`src/rtl/tmr_pkg.sv`:
```
package tmr_pkg;
    localparam int CNT_W     = 8;
    localparam int REG_W     = 8;
    localparam int SYNC_DEPTH = 2;

    typedef enum logic [1:0] {
        AM_GPIO    = 2'b00,
        AM_CMP     = 2'b01,
        AM_CMP_PIN = 2'b10,
        AM_OPAMP   = 2'b11
    } ana_mode_e;

    // Field order matches control bits 4..0
    typedef struct packed {
        ana_mode_e mode;
        logic      run;
        logic      src_ext;
        logic      fall_sel;
    } ctrl_t;

    typedef struct packed {
        logic gpio;
        logic cmp_en;
        logic opa_en;
        logic pin_drv;
    } pinmap_t;

    function automatic pinmap_t decode_mode(input ana_mode_e m);
        pinmap_t p;
        p.gpio    = (m == AM_GPIO);
        p.cmp_en  = (m == AM_CMP) || (m == AM_CMP_PIN);
        p.opa_en  = (m == AM_OPAMP);
        p.pin_drv = (m == AM_CMP_PIN) || (m == AM_OPAMP);
        return p;
    endfunction
endpackage

```
`src/rtl/tmr_sync.sv`:
```
module tmr_sync #(
    parameter int STAGES = 2
) (
    input  logic clk,
    input  logic rst,
    input  logic d,
    output logic q
);
    logic [STAGES-1:0] chain;

    always_ff @(posedge clk) begin
        if (rst) chain <= '0;
        else     chain <= {chain[STAGES-2:0], d};
    end

    assign q = chain[STAGES-1];
endmodule

```
`src/rtl/tmr_ctrl_reg.sv`:
```
module tmr_ctrl_reg
    import tmr_pkg::*;
(
    input  logic             clk,
    input  logic             rst,
    input  logic             we,
    input  logic [REG_W-1:0] wdata,
    output ctrl_t            ctrl,
    output pinmap_t          pins
);
    localparam int CW = $bits(ctrl_t);

    always_ff @(posedge clk) begin
        if (rst)     ctrl <= '0;
        else if (we) ctrl <= ctrl_t'(wdata[CW-1:0]);
    end

    assign pins = decode_mode(ctrl.mode);

    AST_MODE_EXCL: assert property (@(posedge clk) disable iff (rst)
        !(pins.cmp_en && pins.opa_en)) else $error("cmp and opamp both on");
    AST_RESET_CTRL: assert property (@(posedge clk)
        $past(rst) |-> (ctrl == '0)) else $error("ctrl not cleared");
endmodule

```
`src/rtl/tmr_counter.sv`:
```
module tmr_counter
    import tmr_pkg::*;
#(
    parameter int W = CNT_W
) (
    input  logic         clk,
    input  logic         rst,
    input  logic         run,
    input  logic         src_ext,
    input  logic         fall_sel,
    input  logic         tick,
    input  logic         pin_s,
    input  logic         ld,
    input  logic [W-1:0] ld_val,
    output logic [W-1:0] cnt,
    output logic         ovf
);
    logic pin_q;
    logic rise, fall, ext_hit, step;

    always_ff @(posedge clk) begin
        if (rst) pin_q <= 1'b0;
        else     pin_q <= pin_s;
    end

    assign rise    = pin_s & ~pin_q;
    assign fall    = ~pin_s & pin_q;
    assign ext_hit = fall_sel ? fall : rise;
    assign step    = run & (src_ext ? ext_hit : tick);

    always_ff @(posedge clk) begin
        if (rst) begin
            cnt <= '0;
            ovf <= 1'b0;
        end else if (ld) begin
            cnt <= ld_val;
            ovf <= 1'b0;
        end else begin
            ovf <= step && (cnt == {W{1'b1}});
            if (step) cnt <= cnt + 1'b1;
        end
    end

    AST_HOLD_WHEN_OFF: assert property (@(posedge clk) disable iff (rst)
        (!run && !ld) |=> $stable(cnt)) else $error("count moved while off");
    AST_LOAD_WINS: assert property (@(posedge clk) disable iff (rst)
        ld |=> (cnt == $past(ld_val))) else $error("load lost");
    AST_WRAP_ZERO: assert property (@(posedge clk) disable iff (rst)
        ovf |-> (cnt == '0)) else $error("ovf without wrap");
    AST_OVF_SINGLE: assert property (@(posedge clk) disable iff (rst)
        ovf |=> !ovf) else $error("ovf longer than a cycle");
endmodule

```
`src/rtl/tmr_srcctl_top.sv`:
```
module tmr_srcctl_top
    import tmr_pkg::*;
(
    input  logic             clk,
    input  logic             rst,
    input  logic             bus_sel,
    input  logic             bus_we,
    input  logic [REG_W-1:0] bus_wdata,
    output logic [REG_W-1:0] bus_rdata,
    input  logic             cyc_tick,
    input  logic             tpin_i,
    input  logic             cmp_i,
    output logic             tpin_gpio_o,
    output logic             ana_gpio_o,
    output logic             cmp_en_o,
    output logic             opa_en_o,
    output logic             apin_drv_o,
    output logic             ovf_o
);
    localparam int CW = $bits(ctrl_t);

    ctrl_t              ctrl;
    pinmap_t            pins;
    logic               pin_s, cmp_s;
    logic [CNT_W-1:0]   cnt;
    logic [REG_W-1:0]   ctrl_rd;

    tmr_sync #(.STAGES(SYNC_DEPTH)) u_pin_sync (.clk(clk), .rst(rst), .d(tpin_i), .q(pin_s));
    tmr_sync #(.STAGES(SYNC_DEPTH)) u_cmp_sync (.clk(clk), .rst(rst), .d(cmp_i),  .q(cmp_s));

    tmr_ctrl_reg u_ctrl (
        .clk(clk), .rst(rst), .we(bus_we && !bus_sel), .wdata(bus_wdata),
        .ctrl(ctrl), .pins(pins)
    );

    tmr_counter #(.W(CNT_W)) u_cnt (
        .clk(clk), .rst(rst), .run(ctrl.run), .src_ext(ctrl.src_ext),
        .fall_sel(ctrl.fall_sel), .tick(cyc_tick), .pin_s(pin_s),
        .ld(bus_we && bus_sel), .ld_val(bus_wdata[CNT_W-1:0]),
        .cnt(cnt), .ovf(ovf_o)
    );

    always_comb begin
        ctrl_rd         = '0;
        ctrl_rd[CW-1:0] = ctrl;
        ctrl_rd[CW]     = cmp_s;
    end

    assign bus_rdata   = bus_sel ? REG_W'(cnt) : ctrl_rd;
    assign tpin_gpio_o = ~ctrl.src_ext;
    assign ana_gpio_o  = pins.gpio;
    assign cmp_en_o    = pins.cmp_en;
    assign opa_en_o    = pins.opa_en;
    assign apin_drv_o  = pins.pin_drv;

    AST_UNUSED_ZERO: assert property (@(posedge clk) disable iff (rst)
        !bus_sel |-> (bus_rdata[REG_W-1:CW+1] == '0)) else $error("unused bits set");
    AST_GPIO_EXCL: assert property (@(posedge clk) disable iff (rst)
        ana_gpio_o |-> !(cmp_en_o || opa_en_o || apin_drv_o)) else $error("gpio with analog");
endmodule

```
`config.mk`:
```
export PLATFORM = sky130hd
export DESIGN_NAME = tmr_srcctl_top
export DESIGN_NICKNAME = d
export VERILOG_FILES = /design/src/rtl/tmr_pkg.sv /design/src/rtl/tmr_sync.sv /design/src/rtl/tmr_ctrl_reg.sv /design/src/rtl/tmr_counter.sv /design/src/rtl/tmr_srcctl_top.sv
export SDC_FILE = /design/constraint.sdc
export NUM_CORES = 1
export LEC_CHECK = 0
export BUFFER_PORTS_ARGS = -buffer_cell sky130_fd_sc_hd__buf_2
export CAP_MARGIN = 20
export CORE_MARGIN = 4
export CORE_UTILIZATION = 54
export DETAILED_ROUTE_END_ITERATION = 8
export GPL_TIMING_DRIVEN = 0
export HOLD_SLACK_MARGIN = 0.1
export PLACE_DENSITY = 0.82
export SKIP_LAST_GASP = 1
export SYNTH_ARGS = -nofsm -noshare
export SYNTH_HDL_FRONTEND = slang
export SYNTH_HIERARCHICAL = 1
export SYNTH_SLANG_ARGS = --single-unit
```
`constraint.sdc`:
```
create_clock -name clk -period 3.15 [get_ports clk]
set_input_delay 0.315 -clock clk [delete_from_list [all_inputs] [get_ports clk]]
set_output_delay 0.315 -clock clk [all_outputs]
set_load 0.03 [all_outputs]
```
==> impl_metrics.env <==
export IMPL_dieArea_um2=2740
export IMPL_synth_edff_count=0
export IMPL_clock_sinks=19
export IMPL_grt_overflow_total=0
export IMPL_die_x_um=52.4
export IMPL_clk_pin_slew_ns=0.10
export IMPL_min_period_ns=1.76
export IMPL_cts_buffers=3
export IMPL_tightest_slew_ns=0.470
export IMPL_yosysWarnings=6
export IMPL_fin_area_um2=1260
export IMPL_initial_utilization=0.590
export IMPL_vdd_ir_drop_max_v=0.000260
export IMPL_n_antenna_cell=0
export IMPL_rsz0062_at_grt="no"
export IMPL_drv_cap=0
export IMPL_cts_root_buf="clkbuf_4"
export IMPL_p_total_w=0.000492
export IMPL_async_flop_share=0
export IMPL_cp_cell_sequence="inv_1, ha_1, or2_2, buf_2"
export IMPL_via_per_inst=5.60
export IMPL_hold_viol=0
export IMPL_finalCritPeriodShare=0.558
export IMPL_wl_per_cell_um=13.6
export IMPL_drtIter0Drc=16
export IMPL_critPathBufInv=2
export IMPL_drc=0
export IMPL_synth_cell_type_count=34
export IMPL_cpMaxStageDelayCell="dfxtp_1"
export IMPL_layout_nets=161
export IMPL_synthCells=110
export IMPL_min_path_type="in2reg"
export IMPL_place_inst=162
export IMPL_finalWirelength_um=2250
export IMPL_drive_gt1_frac=0.355
export IMPL_synth_seq_area_share=0.358
export IMPL_cp_start_kind="flip-flop"
export IMPL_critPathRequiredTime_ns=2.83
export IMPL_area_growth_pct=18.2
export IMPL_path_max_fanout=4
export IMPL_fmax_mhz=569
export IMPL_antenna_found_initial=0
export IMPL_final_cells=166
export IMPL_dpl_cell_area_um2=1230
export IMPL_ctsHoldBuffers=0
export IMPL_htreeDepth=1
export IMPL_clkLatencyLatePin_ns=0.29
export IMPL_max_slew_margin=0.687
export IMPL_powerDensity_nw_per_um2=391
export IMPL_cts_resized=0
export IMPL_port_buffers=27
export IMPL_cts_tree="built"
export IMPL_synth_main_ff_cell="dfxtp_1"
export IMPL_grt_max_degree=12
export IMPL_core_area_um2=1800
export IMPL_final_setup_viol_count=0
export IMPL_pin_count=29
export IMPL_clk_path_buf_depth=2
export IMPL_crit_type="reg2out"
export IMPL_track_usage=0.182
export IMPL_num_rows=15
export IMPL_post_cts_repair_setup_buffers=0
export IMPL_detail_route_antenna_nets=0
export IMPL_firstDrtPassIters=4
export IMPL_syn_cell_area_um2=1060
export IMPL_slew_viol_final=0
export IMPL_cpPeakStageDelay_ns=0.41
export IMPL_routabilityCongestion=0.860
export IMPL_cpLargestDelayFamily="flip-flops"
export IMPL_ys_ff_latch=19
export IMPL_synth_nets=129
export IMPL_mostFrequentLayoutCells="buf_2 (27), dfxtp_1 (19), nor2_1 (9)"
export IMPL_dp_hpwl_um=1720
export IMPL_grt_pass1_vias=864
export IMPL_cp_arrival_ns=1.44
export IMPL_final_common_cell="buf_2"
export IMPL_grt_pass1_wl_um=3700
export IMPL_die_y_um=52.4
export IMPL_leakagePower_nw=0.551
export IMPL_endpoint_kind="output port"
export IMPL_syn_area_per_cell_um2=9.67
export IMPL_vias=929
export IMPL_fin_tns_setup_ns=0
export IMPL_fin_skew_ns=0.000818
export IMPL_status="finished clean"
flip-flops by register name, indices dropped and copies added, names as in the netlist:
name	count
u_cnt/cnt	8
u_ctrl/ctrl	5
u_cmp_sync/chain	2
u_pin_sync/chain	2
u_cnt/ovf	1
u_cnt/pin_q	1
synth_stat cells (all sizes together) (4+ instances only):
cell type / n / area (µm²)
dfxtp: 19 / 380
nor2: 9 / 33.8
inv: 8 / 30.0
mux2: 6 / 90.1
mux2i: 6 / 60.1
a211oi: 5 / 37.5
nand3: 5 / 25.0
nor2b: 5 / 31.3
ha: 4 / 50.1
o21ai: 4 / 20.0
per-layer routing:
| metal | vias to the layer above | share of wire | wire length [µm] | track usage |
|---|---|---|---|---|
| met3 | 4 | 0.061 | 137 | 0.0399 |
| li1 | 458 | - | - | - |
| met1 | 435 | 0.44 | 985 | 0.219 |
| met2 | 32 | 0.49 | 1100 | 0.306 |
| met4 | 0 | 0.016 | 35 | 0.0851 |
| met5 | - | 0 | 0 | 0 |
logic make-up (layout without fill, tap and decap cells):
kind of cell	after synthesis	after routing	share of synthesized area
AO/OA/AOI/OAI	20	20	0.154
flip-flops	19	19	0.358
multiplexers	12	12	0.141
adder cells (fa/ha/maj)	4	4	0.0471
buffers and inverters	13	44	0.0600
AND/OR/NAND/NOR	41	41	0.232
XOR/XNOR	1	1	0.00824
cell type report:
cell class / count / area [µm²]
Buffer: 5 / 33.8
Clock buffer: 3 / 22.5
Clock inverter: 1 / 5.00
Fill cell: 151 / 544
Inverter: 8 / 30.0
Multi-Input combinational cell: 78 / 619
Sequential cell: 19 / 380
Tap cell: 25 / 31.3
Timing Repair Buffer: 27 / 135
worst paths after layout:
kind	slack, ns	endpoint	start	depth (start not counted)
worst max-delay path	1.39	apin_drv_o	u_ctrl/ctrl[3]$_SDFFE_PP0P_	4
worst min-delay path	0.23	u_pin_sync/chain[0]$_SDFF_PP0_	tpin_i	2
worst max register to register	1.50	u_cnt/cnt[4]$_SDFFE_PP0P_	u_cnt/cnt[0]$_SDFFE_PP0P_	5
worst min register to register	0.46	u_cmp_sync/chain[1]$_SDFF_PP0_	u_cmp_sync/chain[0]$_SDFF_PP0_	1
power by group:
group,switching (W),internal (W)
sequential,0.0000152,0.000253
clock,0.0000732,0.0000472
combinational,0.0000578,0.0000450
total,0.000146,0.000345
per-stage QoR:
step,worst slack [ns],hold WS [ns],utilization
after global placement,1.48,0.419,0.683
after floorplan,1.70,0.387,-
final,1.39,0.232,0.698
after global routing,1.32,0.254,0.698
after detailed placement,1.48,0.438,0.683
after CTS,1.38,0.228,0.698
No activity file was read; power rests on OpenSTA's default activity.
